--- config.mk ---
export PLATFORM = sky130hd
export DESIGN_NAME = lt_act_ctrl
export DESIGN_NICKNAME = d
export VERILOG_FILES = /design/src/rtl/lt_act_pkg.sv /design/src/rtl/lt_act_cmd_dec.sv /design/src/rtl/lt_act_timer.sv /design/src/rtl/lt_act_fsm.sv /design/src/rtl/lt_act_ctrl.sv
export SDC_FILE = /design/constraint.sdc
export NUM_CORES = 1
export LEC_CHECK = 0
export BUFFER_PORTS_ARGS = -buffer_cell sky130_fd_sc_hd__buf_2
export CORE_MARGIN = 1
export CORE_UTILIZATION = 54
export CTS_BUF_LIST = sky130_fd_sc_hd__clkbuf_2 sky130_fd_sc_hd__clkbuf_4 sky130_fd_sc_hd__clkbuf_8
export DETAILED_ROUTE_END_ITERATION = 10
export HOLD_SLACK_MARGIN = 0.03
export PLACE_DENSITY = 0.78
export SLEW_MARGIN = 20
export SYNTH_ARGS = -nofsm -noshare
export SYNTH_HDL_FRONTEND = slang
export SYNTH_HIERARCHICAL = 1
export SYNTH_SLANG_ARGS = --single-unit
--- constraint.sdc ---
create_clock -name clk -period 3.4 [get_ports clk]
set_input_delay 0.34 -clock clk [delete_from_list [all_inputs] [get_ports clk]]
set_output_delay 0.34 -clock clk [all_outputs]
set_load 0.005 [all_outputs]
--- src/rtl/lt_act_pkg.sv ---
package lt_act_pkg;

  typedef enum logic [3:0] {
    S_RESET, S_TEST, S_DEACTING, S_DEAC_ACK, S_DEACTED, S_AWAKING,
    S_AWAKE_SENT, S_AWAKE_ACK, S_SYNCING, S_LINKED, S_WAIT1, S_TRANSP
  } lt_state_e;

  typedef enum logic [1:0] {TM_T05, TM_T1, TM_T7, TM_T12} tmr_sel_e;
  typedef enum logic [1:0] {OV_NONE, OV_RES, OV_SSP, OV_DT} ovr_e;
  typedef enum logic [2:0] {TX_QUIET, TX_WAKE, TX_TRAIN, TX_DATA, TX_PULSE} tx_e;

  localparam logic [3:0] CMD_DR  = 4'b0000;
  localparam logic [3:0] CMD_SSP = 4'b0101;
  localparam logic [3:0] CMD_DT  = 4'b0110;
  localparam logic [3:0] CMD_AR  = 4'b1000;
  localparam logic [3:0] CMD_AR1 = 4'b1001;
  localparam logic [3:0] CMD_AR2 = 4'b1010;
  localparam logic [3:0] CMD_AR4 = 4'b1011;
  localparam logic [3:0] CMD_RES = 4'b1101;
  localparam logic [3:0] CMD_DC  = 4'b1111;

  localparam logic [3:0] IND_DEAC = 4'b0001;
  localparam logic [3:0] IND_RSY  = 4'b0100;
  localparam logic [3:0] IND_UAI  = 4'b0111;
  localparam logic [3:0] IND_AR   = 4'b1000;
  localparam logic [3:0] IND_AI   = 4'b1100;
  localparam logic [3:0] IND_DI   = 4'b1111;

  // Timer length in half-millisecond units, indexed by tmr_sel_e
  function automatic int unsigned tmr_halves(input int idx);
    case (idx)
      0:       return 1;
      1:       return 2;
      2:       return 14;
      default: return 24;
    endcase
  endfunction

endpackage

--- src/rtl/lt_act_cmd_dec.sv ---
module lt_act_cmd_dec
  import lt_act_pkg::*;
(
  input  logic [3:0] cmd,
  input  logic       res_pin,
  input  logic       ssp_pin,
  input  logic       dt_pin,
  output ovr_e       ovr,
  output logic       is_dr,
  output logic       is_dc,
  output logic       is_ar_any,
  output logic       is_ar1
);

  always_comb begin
    if (res_pin || cmd == CMD_RES)      ovr = OV_RES;
    else if (ssp_pin || cmd == CMD_SSP) ovr = OV_SSP;
    else if (dt_pin || cmd == CMD_DT)   ovr = OV_DT;
    else                                ovr = OV_NONE;
  end

  assign is_dr     = (cmd == CMD_DR);
  assign is_dc     = (cmd == CMD_DC);
  assign is_ar1    = (cmd == CMD_AR1);
  assign is_ar_any = (cmd == CMD_AR) || (cmd == CMD_AR1) ||
                     (cmd == CMD_AR2) || (cmd == CMD_AR4);

endmodule

--- src/rtl/lt_act_timer.sv ---
module lt_act_timer
  import lt_act_pkg::*;
#(
  parameter int HALF_MS_TICKS = 2
) (
  input  logic     clk,
  input  logic     rst_n,
  input  logic     tick,
  input  logic     start,
  input  logic     stop,
  input  tmr_sel_e sel,
  output logic     expired
);

  localparam int NTMR = 4;
  localparam int MAXT = 24 * HALF_MS_TICKS;
  localparam int CW   = $clog2(MAXT + 1);

  logic [CW-1:0] preset [NTMR];
  logic [CW-1:0] cnt_q;
  logic          run_q;

  for (genvar g = 0; g < NTMR; g++) begin : g_preset
    assign preset[g] = CW'(tmr_halves(g) * HALF_MS_TICKS);
  end

  always_ff @(posedge clk) begin
    if (!rst_n) begin
      cnt_q   <= '0;
      run_q   <= 1'b0;
      expired <= 1'b0;
    end else if (start) begin
      cnt_q   <= preset[sel];
      run_q   <= 1'b1;
      expired <= 1'b0;
    end else if (stop) begin
      run_q   <= 1'b0;
      expired <= 1'b0;
    end else begin
      expired <= 1'b0;
      if (run_q && tick) begin
        if (cnt_q == CW'(1)) begin
          run_q   <= 1'b0;
          expired <= 1'b1;
        end else begin
          cnt_q <= cnt_q - CW'(1);
        end
      end
    end
  end

endmodule

--- src/rtl/lt_act_fsm.sv ---
module lt_act_fsm
  import lt_act_pkg::*;
(
  input  logic      clk,
  input  logic      rst_n,
  input  ovr_e      ovr,
  input  logic      is_dr,
  input  logic      is_dc,
  input  logic      is_ar_any,
  input  logic      is_ar1,
  input  logic      awake_rx,
  input  logic      sync_ok,
  input  logic      rt_sync,
  input  logic      tmr_exp,
  output logic      tmr_start,
  output logic      tmr_stop,
  output tmr_sel_e  tmr_sel,
  output lt_state_e st,
  output logic [3:0] ind,
  output tx_e       tx,
  output logic      line_pulse
);

  lt_state_e nxt;
  logic      loop_q;

  // Next-state selection: overrides first, then per-state rules
  always_comb begin
    nxt = st;
    unique case (ovr)
      OV_RES:  nxt = S_RESET;
      OV_SSP:  nxt = S_TEST;
      OV_DT:   nxt = S_TRANSP;
      default: begin
        case (st)
          S_RESET, S_TEST: if (is_ar1) nxt = S_DEACTING;
          S_DEACTING:      if (tmr_exp) nxt = S_DEAC_ACK;
          S_DEAC_ACK:      if (is_dc) nxt = S_DEACTED;
          S_DEACTED: begin
            if (is_ar_any)     nxt = S_AWAKING;
            else if (awake_rx) nxt = S_AWAKE_ACK;
          end
          S_AWAKING: begin
            if (is_dr)                    nxt = S_DEACTING;
            else if (awake_rx && !loop_q) nxt = S_AWAKE_ACK;
            else if (tmr_exp)             nxt = loop_q ? S_SYNCING : S_AWAKE_SENT;
          end
          S_AWAKE_SENT: begin
            if (is_dr)         nxt = S_DEACTING;
            else if (awake_rx) nxt = S_AWAKE_ACK;
          end
          S_AWAKE_ACK: begin
            if (is_dr)        nxt = S_DEACTING;
            else if (tmr_exp) nxt = S_SYNCING;
          end
          S_SYNCING: begin
            if (is_dr)        nxt = S_DEACTING;
            else if (sync_ok) nxt = S_LINKED;
          end
          S_LINKED: begin
            if (is_dr)                             nxt = S_DEACTING;
            else if (sync_ok && (rt_sync || loop_q)) nxt = S_WAIT1;
          end
          S_WAIT1: begin
            if (is_dr)        nxt = S_DEACTING;
            else if (tmr_exp) nxt = S_TRANSP;
          end
          S_TRANSP: if (is_dr) nxt = S_DEACTING;
          default: nxt = S_RESET;
        endcase
      end
    endcase
  end

  // Timer control: start on entry to a timed state, stop on entry to others
  always_comb begin
    tmr_start = 1'b0;
    tmr_stop  = 1'b0;
    tmr_sel   = TM_T1;
    if (nxt != st) begin
      case (nxt)
        S_DEACTING:  begin tmr_start = 1'b1; tmr_sel = TM_T05; end
        S_AWAKING:   begin tmr_start = 1'b1; tmr_sel = TM_T12; end
        S_AWAKE_ACK: begin tmr_start = 1'b1; tmr_sel = TM_T7;  end
        S_WAIT1:     begin tmr_start = 1'b1; tmr_sel = TM_T1;  end
        S_TEST:      begin tmr_start = 1'b1; tmr_sel = TM_T1;  end
        default:     tmr_stop = 1'b1;
      endcase
    end else if (st == S_TEST && tmr_exp) begin
      tmr_start = 1'b1;
      tmr_sel   = TM_T1;
    end
  end

  always_ff @(posedge clk) begin
    if (!rst_n) begin
      st     <= S_RESET;
      loop_q <= 1'b0;
    end else begin
      st <= nxt;
      if (st == S_DEACTED && nxt != S_DEACTED)
        loop_q <= is_ar1 && (nxt == S_AWAKING);
    end
  end

  // Per-state indication and transmit selection
  always_comb begin
    case (st)
      S_RESET, S_DEACTING:    begin ind = IND_DEAC; tx = TX_QUIET; end
      S_TEST:                 begin ind = IND_DEAC; tx = TX_PULSE; end
      S_DEAC_ACK, S_DEACTED:  begin ind = IND_DI;   tx = TX_QUIET; end
      S_AWAKING, S_AWAKE_ACK: begin ind = IND_AR;   tx = TX_WAKE;  end
      S_AWAKE_SENT:           begin ind = IND_AR;   tx = TX_QUIET; end
      S_SYNCING:              begin ind = IND_AR;   tx = TX_TRAIN; end
      S_LINKED, S_WAIT1:      begin ind = sync_ok ? IND_UAI : IND_RSY; tx = TX_DATA; end
      S_TRANSP:               begin ind = sync_ok ? IND_AI : IND_RSY;  tx = TX_DATA; end
      default:                begin ind = IND_DEAC; tx = TX_QUIET; end
    endcase
  end

  assign line_pulse = (st == S_TEST) && tmr_exp;

endmodule

--- src/rtl/lt_act_ctrl.sv ---
module lt_act_ctrl
  import lt_act_pkg::*;
#(
  parameter int HALF_MS_TICKS = 2
) (
  input  logic       clk,
  input  logic       rst_n,
  input  logic       tick,
  input  logic [3:0] cmd,
  input  logic       res_pin,
  input  logic       ssp_pin,
  input  logic       dt_pin,
  input  logic       awake_rx,
  input  logic       sync_ok,
  input  logic       rt_sync,
  output logic [3:0] ind,
  output logic [2:0] tx_sel,
  output logic       line_pulse
);

  ovr_e      ovr;
  logic      is_dr, is_dc, is_ar_any, is_ar1;
  logic      tmr_start, tmr_stop, tmr_exp;
  tmr_sel_e  tmr_sel;
  lt_state_e st;
  tx_e       tx;

  lt_act_cmd_dec u_dec (
    .cmd(cmd), .res_pin(res_pin), .ssp_pin(ssp_pin), .dt_pin(dt_pin),
    .ovr(ovr), .is_dr(is_dr), .is_dc(is_dc), .is_ar_any(is_ar_any), .is_ar1(is_ar1)
  );

  lt_act_timer #(.HALF_MS_TICKS(HALF_MS_TICKS)) u_tmr (
    .clk(clk), .rst_n(rst_n), .tick(tick), .start(tmr_start), .stop(tmr_stop),
    .sel(tmr_sel), .expired(tmr_exp)
  );

  lt_act_fsm u_fsm (
    .clk(clk), .rst_n(rst_n), .ovr(ovr), .is_dr(is_dr), .is_dc(is_dc),
    .is_ar_any(is_ar_any), .is_ar1(is_ar1), .awake_rx(awake_rx), .sync_ok(sync_ok),
    .rt_sync(rt_sync), .tmr_exp(tmr_exp), .tmr_start(tmr_start), .tmr_stop(tmr_stop),
    .tmr_sel(tmr_sel), .st(st), .ind(ind), .tx(tx), .line_pulse(line_pulse)
  );

  assign tx_sel = tx;

endmodule

**Yosys cells after proc, flatten, opt, wreduce, memory -nomap -nowiden**

Index checks and enable logic that the tools add are counted.

- Mux-type cells: 47
- Reduce and logical (&&, ||, !) cells: 29
- Order comparisons: 1
- Bitwise gates (word level): 3
- Add/sub/neg operators: 1
- Equal/unequal tests: 32

Operators with widths:

| operator | count |
|---|---|
| $mux 4 | 20 |
| $eq 4x4->1 const B | 11 |
| $pmux 4 s11 | 1 |
| $mux 6 | 6 |
| $eq 4x3->1 const B | 8 |
| $pmux 4 s4 | 1 |
| $bmux 6 s2 | 1 |
| $eq 4x2->1 const B | 3 |
| $pmux 3 s4 | 1 |
| $pmux 4 s3 | 1 |
| $mux 1 | 10 |
| $mux 2 | 5 |
| $eq 4x1->1 const B | 2 |
| $logic_not 4->1 | 2 |
| $reduce_or 2->1 | 4 |
| $reduce_or 4->1 | 2 |
| $logic_or 1x1->1 | 7 |
| $eq 6x1->1 const B | 1 |
| $logic_and 1x1->1 | 6 |
| $pmux 2 s3 | 1 |
| $reduce_bool 3->1 | 2 |
| $sub 6x1->6 const B | 1 |
| $reduce_or 5->1 | 1 |
| $eq 2x2->1 const B | 2 |
| 12 further kinds | 14 |

- Bits in registers: 13

**Logic depth before layout (Yosys ltp)**

Gate-level depths: netlist of run 1.

- Depth after elaboration: 15
- Gate-level depth with buffers: 15
- Depth with buffers taken out: 14

**Hierarchy**

The synthesis of run 1 kept the hierarchy.

Modules (own cells, without submodules):

| module | seq. area each (sq um) | area each (sq um) | cells an instance | times used |
|---|---|---|---|---|
| lt_act_fsm | 100.1 | 899.6 | 134 | 1 |
| lt_act_timer | 160.2 | 488.0 | 55 | 1 |
| lt_act_cmd_dec | 0.0 | 116.4 | 18 | 1 |

**Least setup slack after synthesis of run 1**

Ideal clock, no wire load.

- Kind: input to register
- From: input port cmd[1]
- To: register u_tmr.cnt_q[1]
- Path slack: -0.183 ns
- Path buffers: 1
- Setup time: 0.067 ns
- Data required time: 3.333 ns
- Arrival time: 3.516 ns
- Cell stages on the path: 15
- Cells stage by stage: and3b_1 o31ai_2 a31oi_1 a211o_1 or4b_1 o31a_1 buf_6 xnor2_2 nor4_1 nand3_1 and3_1 nand3b_1 a21oi_2 mux2_4 o21ai_2

- Elaborated cells between the ends (all ways): 55

RTL lines:

| what | line | text |
|---|---|---|
| from (decl) | lt_act_ctrl.sv:9 | `input logic [3:0] cmd,` |
| $eq 4x3->1 | lt_act_cmd_dec.sv:18 | `else if (dt_pin \|\| cmd == CMD_DT) ovr = OV_DT;` |
| $logic_or 1x1->1 | lt_act_cmd_dec.sv:18 |  |
| $mux 2 | lt_act_cmd_dec.sv:18 |  |
| $mux 2 | lt_act_cmd_dec.sv:17 | `else if (ssp_pin \|\| cmd == CMD_SSP) ovr = OV_SSP;` |
| $mux 2 (*) | lt_act_cmd_dec.sv:16 | `if (res_pin \|\| cmd == CMD_RES) ovr = OV_RES;` |
| named net ovr[1] | lt_act_ctrl.sv:21 | `ovr_e ovr;` |
| $eq 2x2->1 or $eq 2x1->1 (tied branches) | lt_act_fsm.sv:30 | `unique case (ovr)` |
| $pmux 4 s3 (*) | lt_act_fsm.sv:30 |  |
| $eq 4x4->1 (tied with other cells) | lt_act_fsm.sv:81 | `case (nxt)` |
| $reduce_or 5->1 (no line) | - |  |
| $mux 1 | lt_act_fsm.sv:81 |  |
| $mux 1 (*) | lt_act_fsm.sv:80 | `if (nxt != st) begin` |
| named net tmr_stop | lt_act_ctrl.sv:23 | `logic tmr_start, tmr_stop, tmr_exp;` |
| $ne 2x2->1 (no line) (*) | - |  |
| $reduce_and 3->1 (no line) (*) | - |  |
| to (signal assigned) | lt_act_timer.sv:33 | `cnt_q <= preset[sel];` |
| to (signal assigned) | lt_act_timer.sv:46 | `cnt_q <= cnt_q - CW'(1);` |
| to (decl) | lt_act_timer.sv:20 | `logic [CW-1:0] cnt_q;` |

Mark *: on every way through the listed nets, which the timed path passes. The rest lies on a longest branch. The select of a mux whose other input is x is not followed.
A chain may end at the register's enable or synchronous reset.

**Worst setup path after layout of run 1**

- From: input port cmd[3]
- To: register u_tmr.cnt_q[3]

Same word-level chain as after synthesis.

==> out/metrics.cfg, run 1 <==
[power_and_ir_drop]
clkPwrFrac_pct = 18.8
power_density_nw_per_um2 = 305
cellLeakagePower_nw = 0.798
p_comb_share_pct = 47.7
ir_drop_mv = 0.416
p_switching_mw = 0.228
power.share.sequential_pct = 33.5
switching_share_pct = 39.6
power.internal_mw = 0.349

[global_route]
grt_max_degree = 16
grtUsageTotal_pct = 33.8
grt_overflow = 0
first_global_vias = 1672
antenna_found_initial = 0
grt_pass1_wl_um = 7330

[hold_path]
min-delay-path-class = input port to register

[clocking]
insertion_delay_ns = 0.29
tritoncts = done
clkTransAtPathRegs_ns = 0.09
root_buffer = clkbuf_4
ctsHtreeMaxLevel = 1
clockBufferDepth = 2
cts_buffers = 3
clock_sinks = 13

[logic_synthesis]
synthTopCellsByArea = dfxtp_1, nor2_1, ha_1
synth.net_count = 225
synth_mux_area_share_pct = 4.49
synth_area_um2 = 1500
syn_area_per_cell_um2 = 7.27
synth_edf_count = 0
yosys.area_share.simple_pct = 37.4
postSynthRegisterBits = 13
ys_warn_count = 6
synthFlopType = dfxtp_1
ys_async_sr_fraction_pct = 0
synthAdderAreaFrac_pct = 4.16
synth_top_family_by_area = simple AND/OR/NAND/NOR gates
yosysSeqAreaShare_pct = 17.3
synth_top_area_cell = dfxtp_1
synth_compound_area_share_pct = 27.0
yosys.area_share.xor_xnor_pct = 2.25
netlist_instances = 207
synth_top_area_share_pct = 17.3
ys_types = 60

[setup_path]
crit_chain = buf_2 > buf_4 > a31oi_4 > o311ai_4 > a211o_1 > or4b_1 > o31a_1 > xnor2_2 > nor4_2 > nand3_1 > and3_4 > nand3b_1 > a211oi_2 > xnor2_1 > o21ai_1
r2r_setup_slack_ns = 0.10
critPathKind = input port to register
worstPathMaxFanout = 6
crit_path_start = cmd[3]
rr_startpoint = u_fsm/st[3]
reg2regPathDepth = 11
startpoint_type = input port
endpoint = u_tmr/cnt_q[3]
critPathCaptureType = register
cp_data_required_time_ns = 3.56
path_depth = 15
cp_data_arrival_time_ns = 3.51
crit_slowest_cell = or4b_1
crit_buf_inv = 2
critPathTopFamily = simple AND/OR/NAND/NOR gates
r2r-end = u_tmr/cnt_q[3]
critPathMaxStageDelay_ns = 0.52

[finish]
area_growth_pct = 25.7
layout_commonest_cell = buf_4
drive_above_1_share_pct = 29.4
fin_area_um2 = 1890
layout.nets = 267
final_cell_mix = buf_4, buf_2, nor2_1
final_util_pct = 74.3
antenna-diode-count = 0

[placed_design]
io_buffers = 20
placed_area_um2 = 1780
gp_congestion = 0.970
post-place-ws_ns = -0.111
hpwlAfterDp_um = 3520

[routing]
drtIter0Drc = 127
dr.pass1.iters = 7
num_vias = 1847
drc = 0
ant_nets = 0
wl_per_cell_um = 17.7
wl_um = 4910
routed_via_density = 6.64

[die]
io_pins = 21
start_util_pct = 59.1
dieWidth_um = 54.8
fp.dieH_um = 54.8
num_rows = 18
dieArea_um2 = 3000
core-area_um2 = 2540

[sta]
setup_violations = 0
tightest_slew_ns = 0.507
rsz0062_at_grt = true
fin_worst_skew_ns = 0.0168
max-slew-margin-rel_pct = 66.2
timing.hold.ws_ns = 0.394
fin_crit_sh_pct = 98.4
finalHoldViolCount = 0
max_clock_freq_mhz = 299
layout_setup_ws_ns = 0.0560
period_minus_slack_ns = 3.34
drv_slew = 0

[outcome]
status = finished, final reports clean

[job]
max_cap_viol_count = 0

what timing repair did:
action	in CTS	in global routing
endpoints found under the setup margin	0	5
buffers inserted	0	2
resized for setup	0	11
hold buffers	0	0
cell usage after synthesis, types with 3 or more instances:
cell	number
nand3b_1	4
or3_1	3
o211ai_1	3
mux2i_1	3
nor4_1	4
clkbuf_1	7
a21oi_1	6
nor2b_1	7
and4_1	3
nand4_1	3
dfxtp_1	13
a21o_1	4
a31oi_1	5
nor3_1	7
nand2_1	16
nand2b_1	4
and2_1	4
nor2_1	19
nand3_1	8
o21ai_0	12
inv_1	13
o22ai_1	5
ha_1	5
kinds of logic after synthesis:
kind of cell | after synthesis
adders and majority gates | 5
and+or+nand+nor | 98
AOI/OAI and AO/OA | 58
xor gates and xnor gates | 3
muxes | 6
DFF | 13
buffers and inverters | 24
power by group through the flow:
stage	clock network [mW]	logic, mW	registers [mW]
after floorplan	0	0.160	0.182
after global placement	0	0.231	0.191
after detailed placement	0	0.244	0.194
after CTS	0.108	0.247	0.191
after global routing	0.115	0.294	0.195
final	0.109	0.275	0.193
per-stage QoR:
step	std cells	TNS (ns)	power (mW)
2_1_floorplan	207	-0.121	0.342
3_3_place_gp	272	0	0.422
3_5_place_dp	272	-0.365	0.438
4_1_cts	276	0	0.546
5_1_grt	278	-0.274	0.604
6_report	278	0	0.577
worst register-to-register path: cells and delay by family, from the launching register on:
family	cells	cell delay [ns]
AND/OR/NAND/NOR	6	1.83
AO/OA/AOI/OAI	3	0.58
flip-flops	1	0.47
XOR/XNOR	2	0.33
flip-flops by register name, summed over array words and instances (netlist names):
register,cells
u_tmr/expired,1
u_fsm/loop_q,1
u_tmr/run_q,1
u_tmr/cnt_q,6
u_fsm/st,4
per-layer routing:
metal / part of all wire [%] / track usage [%] / vias to the layer above
met3: 10 / 6.67 / 32
met1: 38 / 42.8 / 827
li1: - / - / 854
met2: 46 / 55.2 / 134
met4: 5.2 / 13.2 / 0
met5: 0 / 0 / -
cell type report:
| class | instances | area, um^2 |
|---|---|---|
| multi-input combinational | 170 | 1200 |
| fill | 192 | 654 |
| timing repair buffer | 48 | 317 |
| sequential | 13 | 260 |
| inverter | 13 | 48.8 |
| tap | 30 | 37.5 |
| clock buffer | 4 | 30.0 |
worst min path at each step:
stage,startpoint,endpoint,slack [ns],cells past startpoint
after CTS,rst_n,u_tmr/run_q,0.37,2
after global placement,u_tmr/cnt_q[5],u_tmr/cnt_q[5],0.50,2
final,rst_n,u_tmr/cnt_q[2],0.39,3
after floorplan,rst_n,u_tmr/run_q,0.46,1
after detailed placement,u_tmr/cnt_q[5],u_tmr/cnt_q[5],0.52,2
after global routing,rst_n,u_tmr/run_q,0.39,2
(Power assumes the default switching activity.)
==> run 2, diff against run 1 <==
- BUFFER_PORTS_ARGS: -buffer_cell sky130_fd_sc_hd__buf_2 -> default
- CORE_UTILIZATION: 54 -> 60
- DONT_BUFFER_PORTS: default -> 1
- PLACE_DENSITY: 0.78 -> 0.75
- clock period: 3.4 -> 3.8 ns (I/O delays scaled with it)
==> run 2 against run 1 <==
Effect of this change:
- sequential cell count unchanged
- sequential power down 11%
- wire length down 20%
- combinational power down 37%
- critical path depth down 4
- sequential share of layout area up 2.7 points
- final cell count down 14%
- first-iteration DRC count down 1.6%
- via count down 13%
- utilization down 5.3 points
- register-to-register slack better by 0.14 ns
==> out/metrics.cfg, run 2 (synthesis results as in run 1) <==
[finish]
reg_top3 = u_tmr/cnt_q x6, u_fsm/st x4  ; unchanged
area_growth_pct = 5.32  ; was 25.7%
drive_above_1_share_pct = 13.8  ; was 29.4%
fin_area_um2 = 1580  ; was 1890 um^2
final_cells = 238  ; was 278
antenna-diode-count = 0  ; unchanged
final_cell_mix = nor2_1, nand2_1, inv_1  ; was buf_4, buf_2, nor2_1
layout_commonest_cell = nor2_1  ; was buf_4
regArea_um2 = 262  ; was 260 um^2
nFillCells = 183  ; was 192
layout.nets = 229  ; was 267
largest_reg_flops = 6  ; unchanged
multi_input_area_um2 = 1130  ; was 1200 um^2
regMostFlops = u_tmr/cnt_q  ; unchanged

[sta]
fin_crit_sh_pct = 93.6
finalHoldViolCount = 0  ; unchanged
setup_violations = 0  ; unchanged
max-slew-margin-rel_pct = 54.1  ; was 66.2%
tightest_slew_ns = 0.683  ; was 0.507 ns
timing.hold.ws_ns = 0.209  ; was 0.394 ns
fin_setup_tns_ns = 0  ; unchanged
period_minus_slack_ns = 3.56
fin_worst_skew_ns = 0.0148  ; was 0.0168 ns
drv_slew = 0  ; unchanged
max_clock_freq_mhz = 281
rsz0062_at_grt = false  ; was true

[hold_path]
min-delay-path-class = input port to register  ; unchanged
min-delay-start = rst_n  ; unchanged

[clocking]
cts_setup_buffers = 0  ; unchanged
root_buffer = clkbuf_4  ; unchanged
clkTransAtPathRegs_ns = 0.09  ; about the same
cts_buffers = 3  ; unchanged
tritoncts = done  ; unchanged
clockBufferDepth = 2  ; unchanged
ctsHtreeMaxLevel = 1  ; unchanged
clock_sinks = 13  ; unchanged
insertion_delay_ns = 0.29  ; about the same

[die]
start_util_pct = 65.5  ; was 59.1%
fp.dieH_um = 52.1  ; was 54.8 um
core-area_um2 = 2300  ; was 2540 um^2
dieWidth_um = 52.1  ; was 54.8 um
io_pins = 21  ; unchanged
dieArea_um2 = 2710  ; was 3000 um^2
num_rows = 17  ; was 18

[setup_path]
worstPathMaxFanout = 10  ; was 6
critPathCaptureType = register  ; unchanged
cp_data_required_time_ns = 4.03  ; was 3.56 ns
critPathKind = register to register  ; was input port to register
cp_data_arrival_time_ns = 3.79  ; was 3.51 ns
crit_path_start = u_fsm/st[2]  ; was cmd[3]
startpoint_type = register  ; was input port
rr_startpoint = u_fsm/st[2]  ; was u_fsm/st[3]

[routing]
num_vias = 1601  ; was 1847
met2_length_um = 1700  ; was 2270 um
routed_via_density = 6.73  ; was 6.64
drtIter0Drc = 125  ; was 127
wl_met1_um = 1790  ; was 1880 um
wl_um = 3910  ; was 4910 um
top_layer = met4  ; unchanged
dr.pass1.iters = 4  ; was 7
wl_met3_um = 402  ; was 503 um
wl_per_cell_um = 16.4  ; was 17.7 um
ant_nets = 0  ; unchanged
drc = 0  ; unchanged

[placed_design]
io_buffers = 0  ; was 20
hpwlAfterDp_um = 2950  ; was 3520 um
gp_congestion = 0.970  ; about the same
placed_area_um2 = 1550  ; was 1780 um^2
dp.cells = 234  ; was 272

[global_route]
first_global_vias = 1461  ; was 1672
grt_overflow = 0  ; unchanged
grtUsageTotal_pct = 32.1  ; was 33.8%
grt_pass1_wl_um = 6490  ; was 7330 um
grt_max_degree = 21  ; was 16
antenna_found_initial = 0  ; unchanged

[power_and_ir_drop]
power_mw = 0.442  ; was 0.577 mW
cellLeakagePower_nw = 0.611  ; was 0.798 nW
power_density_nw_per_um2 = 279  ; was 305 nW/um^2
ir_drop_mv = 0.320  ; was 0.416 mV

[outcome]
status = finished, final reports clean  ; unchanged

[job]
max_cap_viol_count = 0  ; unchanged

-- run 2: cell types whose count changed in the layout (fill, tap and decap cells not counted), sizes merged --
cell,delta
buf,-38
-- run 2: routing by layer --
layer  track usage (%)  vias to the layer above
met5                 0                        -
met2              45.9                      100
li1                  -                      774
met4              7.66                        0
met1              44.9                      723
met3              11.7                        4
-- run 2: through the flow --
step	worst slack (ns)	utilization (%)
6_report	0.242	69.0
5_1_grt	0.0484	69.0
4_1_cts	0.305	68.9
3_5_place_dp	0.0961	67.6
3_3_place_gp	0.306	67.6
2_1_floorplan	0.177	-
-- run 2: cell type report --
class	count	share of cell area, %
multi-input combinational	170	71.6
sequential	13	16.5
tap	28	2.21
inverter	13	3.08
timing repair buffer	10	4.74
clock buffer	4	1.90
-- run 2: critical path, cell delays in order, from the launching register on --
cell and delay, ns:
dfxtp_1 0.51, or3b_4 0.47, or4b_1 0.48, o31a_1 0.16, xnor2_2 0.14, nor4_1 0.43
nand3_1 0.20, and3_1 0.22, nand3b_1 0.23, a21oi_2 0.24, mux2_4 0.33, o21ai_2 0.11
-- run 2: worst paths after layout --
check	cells past startpoint	endpoint	slack, ns
worst max-delay path	11	u_tmr/cnt_q[1]	0.24
worst min-delay path	1	u_fsm/st[1]	0.21
worst max register to register	11	u_tmr/cnt_q[1]	0.24
worst min register to register	2	u_tmr/cnt_q[5]	0.53
-- run 2: what timing repair did --
| action | CTS | global route |
|---|---|---|
| endpoints found under the setup margin | 0 | 3 |
| hold buffers | 0 | 0 |
| gates resized for setup | 0 | 1 |
-- run 2: power breakdown --
| part | internal [mW] | total [mW] | switching [mW] | leakage [nW] |
|---|---|---|---|---|
| clock network | 0.0479 | 0.0971 | 0.0492 | 0.0184 |
| logic | 0.0758 | 0.173 | 0.0977 | 0.486 |
| registers | 0.149 | 0.172 | 0.0223 | 0.107 |
| total | 0.273 | 0.442 | 0.169 | 0.611 |
